**src/rtl/cs100_pkg.sv**
```systemverilog
package cs100_pkg;

  localparam int CS_MAX_W = 32;

  typedef enum logic { CS_QUIET = 1'b0, CS_ACTIVE = 1'b1 } cs_state_e;

  // Two zeros at least two positions apart within the low n bits.
  function automatic logic split_zeros(input logic [CS_MAX_W-1:0] w, input int n);
    logic r;
    r = 1'b0;
    for (int i = 0; i < CS_MAX_W; i++) begin
      for (int j = i + 2; j < CS_MAX_W; j++) begin
        if (i < n && j < n && !w[i] && !w[j]) r = 1'b1;
      end
    end
    return r;
  endfunction

  // Low n bits all ones.
  function automatic logic all_idle(input logic [CS_MAX_W-1:0] w, input int n);
    logic r;
    r = 1'b1;
    for (int i = 0; i < CS_MAX_W; i++) begin
      if (i < n && !w[i]) r = 1'b0;
    end
    return r;
  endfunction

endpackage

```
**src/rtl/cs100_window.sv**
```systemverilog
module cs100_window
  import cs100_pkg::*;
#(
  parameter int WIN_W = 10
) (
  input  logic clk,
  input  logic rst_n,
  input  logic rx_bit,
  output logic set_evt,
  output logic idle_evt
);
  logic [WIN_W-1:0]    hist_q;
  logic [WIN_W-1:0]    hist_nxt;
  logic [CS_MAX_W-1:0] hist_ext;

  assign hist_nxt = {hist_q[WIN_W-2:0], rx_bit};

  always_comb begin
    hist_ext = '1;
    hist_ext[WIN_W-1:0] = hist_nxt;
  end

  assign set_evt  = split_zeros(hist_ext, WIN_W);
  assign idle_evt = all_idle(hist_ext, WIN_W);

  always_ff @(posedge clk) begin
    if (!rst_n) hist_q <= '1;
    else        hist_q <= hist_nxt;
  end
endmodule

```
**src/rtl/cs100_rx_state.sv**
```systemverilog
module cs100_rx_state
  import cs100_pkg::*;
(
  input  logic clk,
  input  logic rst_n,
  input  logic set_evt,
  input  logic idle_evt,
  output logic rx_on_nxt,
  output logic rx_on_q
);
  cs_state_e st_q, st_nxt;

  always_comb begin
    st_nxt = st_q;
    if (set_evt)       st_nxt = CS_ACTIVE;
    else if (idle_evt) st_nxt = CS_QUIET;
  end

  always_ff @(posedge clk) begin
    if (!rst_n) st_q <= CS_QUIET;
    else        st_q <= st_nxt;
  end

  assign rx_on_nxt = (st_nxt == CS_ACTIVE);
  assign rx_on_q   = (st_q == CS_ACTIVE);
endmodule

```
**src/rtl/cs100_mode.sv**
```systemverilog
module cs100_mode (
  input  logic clk,
  input  logic rst_n,
  input  logic rxonly_strap,
  input  logic rxonly_ctrl,
  input  logic repeater_mode,
  output logic tx_pass
);
  logic strap_q;

  always_ff @(posedge clk) begin
    if (!rst_n) strap_q <= rxonly_strap;
  end

  assign tx_pass = !(strap_q | rxonly_ctrl | repeater_mode);
endmodule

```
**src/rtl/cs100_crs_detect.sv**
```systemverilog
module cs100_crs_detect #(
  parameter int WIN_W = 10
) (
  input  logic clk,
  input  logic rst_n,
  input  logic rx_bit,
  input  logic tx_active,
  input  logic rxonly_strap,
  input  logic rxonly_ctrl,
  input  logic repeater_mode,
  output logic crs
);
  logic set_evt, idle_evt, rx_on_nxt, rx_on_q, tx_pass;

  cs100_window #(.WIN_W(WIN_W)) u_win (
    .clk(clk), .rst_n(rst_n), .rx_bit(rx_bit),
    .set_evt(set_evt), .idle_evt(idle_evt)
  );

  cs100_rx_state u_rx (
    .clk(clk), .rst_n(rst_n), .set_evt(set_evt), .idle_evt(idle_evt),
    .rx_on_nxt(rx_on_nxt), .rx_on_q(rx_on_q)
  );

  cs100_mode u_mode (
    .clk(clk), .rst_n(rst_n), .rxonly_strap(rxonly_strap),
    .rxonly_ctrl(rxonly_ctrl), .repeater_mode(repeater_mode), .tx_pass(tx_pass)
  );

  always_ff @(posedge clk) begin
    if (!rst_n) crs <= 1'b0;
    else        crs <= rx_on_nxt | (tx_active & tx_pass);
  end
endmodule

```
**config.mk**
```make
export PLATFORM = sky130hd
export DESIGN_NAME = cs100_crs_detect
export DESIGN_NICKNAME = d
export VERILOG_FILES = /design/src/rtl/cs100_pkg.sv /design/src/rtl/cs100_window.sv /design/src/rtl/cs100_rx_state.sv /design/src/rtl/cs100_mode.sv /design/src/rtl/cs100_crs_detect.sv
export SDC_FILE = /design/constraint.sdc
export NUM_CORES = 1
export LEC_CHECK = 0
export ABC_AREA = 1
export BUFFER_PORTS_ARGS = -buffer_cell sky130_fd_sc_hd__buf_2
export CORE_AREA = 5 5 42 44
export DETAILED_ROUTE_END_ITERATION = 10
export DIE_AREA = 0 0 47 49
export PLACE_DENSITY = 0.55
export SLEW_MARGIN = 20
export SYNTH_ARGS = -nofsm -noshare
export SYNTH_HDL_FRONTEND = slang
export SYNTH_HIERARCHICAL = 1
export SYNTH_SLANG_ARGS = --single-unit
```
**constraint.sdc**
```tcl
create_clock -name clk -period 2.95 [get_ports clk]
set_input_delay 0.59 -clock clk [delete_from_list [all_inputs] [get_ports clk]]
set_output_delay 0.59 -clock clk [all_outputs]
set_load 0.01 [all_outputs]
```
# Yosys cells after proc, flatten, opt, wreduce, memory -nomap -nowiden
# Index checks and enable logic that the tools add are counted.
[classes] n_addsub=0 mul=0 div_mod_pow=0 order_cmp=0 eq_ne=0 shift=0 muxes=48 bitwise=4 reduce_logical=47
[ops] cell="1-bit 2-to-1 mux" count=48
[ops] cell="1-bit logical AND" count=36
[ops] cell="1-bit logical NOT" count=11
[ops] cell="1-bit OR" count=3
[ops] cell="1-bit bitwise AND" count=1
[word_totals] reg_bits=12 latch_bits=0 ramBits=0 romBits=0 inputBits=7 output_inout_bits=1 elab_cells=103 n_memories=0

# Logic depth before layout (Yosys ltp)
[logic_depth] depth_word=40 ltp_mapped=9 depth_no_buf=9

# Cells and area by module
# The synthesis kept the hierarchy.
[modules_own_cells] module="cs100_window" instances=1 cells_per_inst=52 area_each_um2=355.3 seq_area_each_um2=180.2
[modules_own_cells] module="cs100_mode" instances=1 cells_per_inst=6 area_each_um2=51.3 seq_area_each_um2=30.0
[modules_own_cells] module="cs100_rx_state" instances=1 cells_per_inst=7 area_each_um2=50.0 seq_area_each_um2=20.0
[modules_own_cells] module="cs100_crs_detect" instances=1 cells_per_inst=5 area_each_um2=40.0 seq_area_each_um2=20.0

# Worst setup path after synthesis
# OpenSTA, ideal clock, no wires.
[synth_path] path_kind="input-to-reg" from="in rx_bit" to="reg crs" setup_time_ps=114 arrival_ps=1096 required_time_ps=2836 setup_slack_ps=1740 stages=7 path_buffers=0 path_cell_list="nand4_1 > nor3_2 > inv_1 > nand2_2 > nand2_1 > inv_1 > a21oi_2"
[synth_via] elab_cells_between_ends=58 cone_classes="mux: 48; bitwise: 1; reduce/logical: 9"
[synth_rtl] item="from (decl)" line="cs100_crs_detect.sv:6" source="input logic rx_bit,"
[synth_rtl] item="1-bit 2-to-1 mux (10 in a row)" line="cs100_pkg.sv:24" source="if (i < n && !w[i]) r = 1'b0;"
[synth_rtl] item="net idle_evt" line="cs100_crs_detect.sv:13" source="logic set_evt, idle_evt, rx_on_nxt, rx_on_q, tx_pass;"
[synth_rtl] item="1-bit 2-to-1 mux" line="cs100_rx_state.sv:16" source="else if (idle_evt) st_nxt = CS_QUIET;"
[synth_rtl] item="1-bit 2-to-1 mux" line="cs100_rx_state.sv:15" source="if (set_evt) st_nxt = CS_ACTIVE;"
[synth_rtl] item="net rx_on_nxt" line="cs100_crs_detect.sv:13"
[synth_rtl] item="1-bit OR" line="cs100_crs_detect.sv:32" source="else crs <= rx_on_nxt | (tx_active & tx_pass);"
[synth_rtl] item="to (signal assigned)" line="cs100_crs_detect.sv:32"
[synth_rtl] item="to (decl)" line="cs100_crs_detect.sv:11" source="output logic crs"
# The timed path passes the listed nets, and every way through them passes these cells.
# A chain may end at the register's enable or synchronous reset.

# Worst setup path after layout
[layout_path] from="reg crs" to="out crs"
# No word-level cell between the ends.

==> flow_summary.toml <==
[outcome]
status = "complete, no violations"

[placed_design]
place_inst = 92
io_buffers = 7
place_congestion = 0.709
hpwl_um = 580

[setup_path]
critical_path.max_fanout = 1
end_kind = "output port"
critPathSlowestCell = "dfxtp_1"
cp.depth = 1
max_stage_delay_ns = 0.30
worstSetupPathType = "flop to output port"
r2r-end = "crs"
cp-start-kind = "flop"
required_ns = 2.36
r2r_slack_ns = 1.83
endpoint = "crs"
worstSetupStartpoint = "crs"
r2r_start = "u_win/hist_q[7]"
crit_family = "flip-flops"
crit_arrival_ns = 0.69
crit_chain = "buf_2"
critPathBufInv = 1
reg2reg_depth = 9

[timing]
max_freq_mhz = 779
rsz0062_at_grt = "no"
setup_viol = 0
setup_tns_ns = 0
finalCritPeriodShare_pct = 43.5
hold_viol_final = 0
period_needed_ns = 1.28
timing.hold.ws_ns = 0.450
relSlewSlack_pct = 85.6
drv_slew = 0
finClkSkew_ns = 0.0116
worst_slew_pin_slew_ns = 0.216

[layout]
multi_input_area_um2 = 171
layout.nets = 88
utilization_pct = 41.0
drive_above_1_share_pct = 20.0
area_growth_pct = 15.6
instances_no_fill = 96
num-fill-cells = 157
diodes = 0
seq_area_um2 = 250

[cts]
tritoncts = "built"
cts_buffers = 3
cts.sink_count = 12
clockBufferDepth = 2
clk_latency_ns = 0.27
cts.repair.resized = 0
cts.clk_slew.worst_paths_ns = 0.08
cts_hold_buf = 0
cts_setup_buffers = 0
cts_root_buf = "clkbuf_4"
htreeDepth = 1

[floorplanning]
fp-row-count = 14
die_x_um = 47
start_util_pct = 35.4
die_h_um = 49
die-area_um2 = 2300
io_pins = 8
core-area_um2 = 1400

[yosys]
synth_area_leader_cell = "dfxtp_1"
synth_top_area_share_pct = 44.3
synth_fp_nets = 77
yosysSeqAreaShare_pct = 50.4
avgSynthCellArea_um2 = 7.10
synth_area_um2 = 497
synthCells = 70
yosys-top-cells-area = "dfxtp_1, nand2_1, inv_1"
ys_warn_count = 6
synth_seq_cells = 12
synth_cell_types = 12

[global_route]
antenna_found_initial = 0
grtUsageTotal_pct = 8.28
grt_pass1_wl_um = 1300
grt_max_degree = 13
grt_overflow_total = 0
grt_pass1_vias = 341

[power_and_ir_drop]
power.switching_mw = 0.0647
power.leakage_nw = 0.378
internal_power_mw = 0.232
p_sw_share_pct = 21.8
power_frac_seq_pct = 57.9
ir_worst_vdd_v = 0.000286
clkPwrFrac_pct = 34.2
p_comb_share_pct = 7.8
power.density_nw_per_um2 = 516

[route]
wl_um = 749
dr.pass1.iters = 3
num_vias = 391
dr.first_iter.drc_count = 3
avgViaCountPerCell = 4.07
avgRoutedWirePerCell_um = 7.80
antenna_left = 0
drc_errors = 0

[hold_path]
timing.hold.worst.class = "flop to flop"

[job]
drv_cap = 0
[kinds of logic (layout without fill, tap and decap cells)]
family          after synthesis  count (layout)  share of synthesized area (%)
simple gates                 36              36                           31.0
compound gates                2               2                           3.53
flops                        12              12                           50.4
buf+inv                      20              30                           15.1
[sequential cells by signal, summed over array words and instances, names as in the netlist]
signal	cells
u_mode/strap_q	1
u_rx/rx_on_q	1
crs	1
u_win/hist_q	9
[cell usage in the layout (no fill, tap or decap)]
master / synthesis / routed
nand3_1: 2 / 2
nand2_2: 1 / 1
a21oi_2: 2 / 2
nor3_2: 1 / 1
clkbuf_1: 1 / 1
dfxtp_1: 11 / 11
nor2_1: 3 / 3
clkbuf_4: 0 / 3
buf_2: 0 / 7
inv_1: 19 / 19
nor2_2: 2 / 2
nand2_1: 26 / 26
edfxtp_1: 1 / 1
nand4_1: 1 / 1
[cell usage after synthesis (all sizes together)]
cell type	instances
a21oi	2
clkbuf	1
dfxtp	11
edfxtp	1
inv	19
nand2	27
nand3	2
nand4	1
nor2	5
nor3	1
[how the worst min path moves through the flow]
| stage | end | cells past startpoint | slack (ns) | start |
|---|---|---|---|---|
| finish | u_win/hist_q[3] | 2 | 0.45 | u_win/hist_q[2] |
| global route | u_rx/rx_on_q | 2 | 0.48 | u_rx/rx_on_q |
| CTS | u_win/hist_q[3] | 2 | 0.45 | u_win/hist_q[2] |
| detailed placement | u_win/hist_q[6] | 2 | 0.44 | u_win/hist_q[5] |
| global placement | u_win/hist_q[1] | 2 | 0.43 | u_win/hist_q[0] |
| floorplan | u_win/hist_q[6] | 2 | 0.42 | u_win/hist_q[5] |
[final cells by class]
class,instances,area share (%)
inverter,19,12.4
multi-input combinational,38,29.8
sequential,12,43.6
timing repair buffer,7,6.10
clock buffer,4,4.58
tap,16,3.49
[metal layers]
layer  vias up  wire [um]  share of wire (%)  global-route usage [%]
met5         -          0                  0                       0
met4         0         10                1.3                    4.15
met3         2         80                 11                    6.64
met2        10        305                 41                    10.4
met1       159        352                 47                    9.82
li1        220          -                  -                       -
[power by group through the flow]
stage	logic (mW)	clock network, mW	registers [mW]
2_1_floorplan	0.0153	0	0.176
3_3_place_gp	0.0232	0	0.175
3_5_place_dp	0.0238	0	0.175
4_1_cts	0.0238	0.107	0.172
5_1_grt	0.0268	0.118	0.172
6_report	0.0232	0.101	0.172
[through the flow]
step	power [mW]	setup slack [ns]	instance area, um^2
2_1_floorplan	0.191	1.74	497
3_3_place_gp	0.199	1.57	548
3_5_place_dp	0.199	1.55	548
4_1_cts	0.303	1.66	574
5_1_grt	0.318	1.62	574
6_report	0.296	1.67	574
Power figures use the tool's default switching activity.
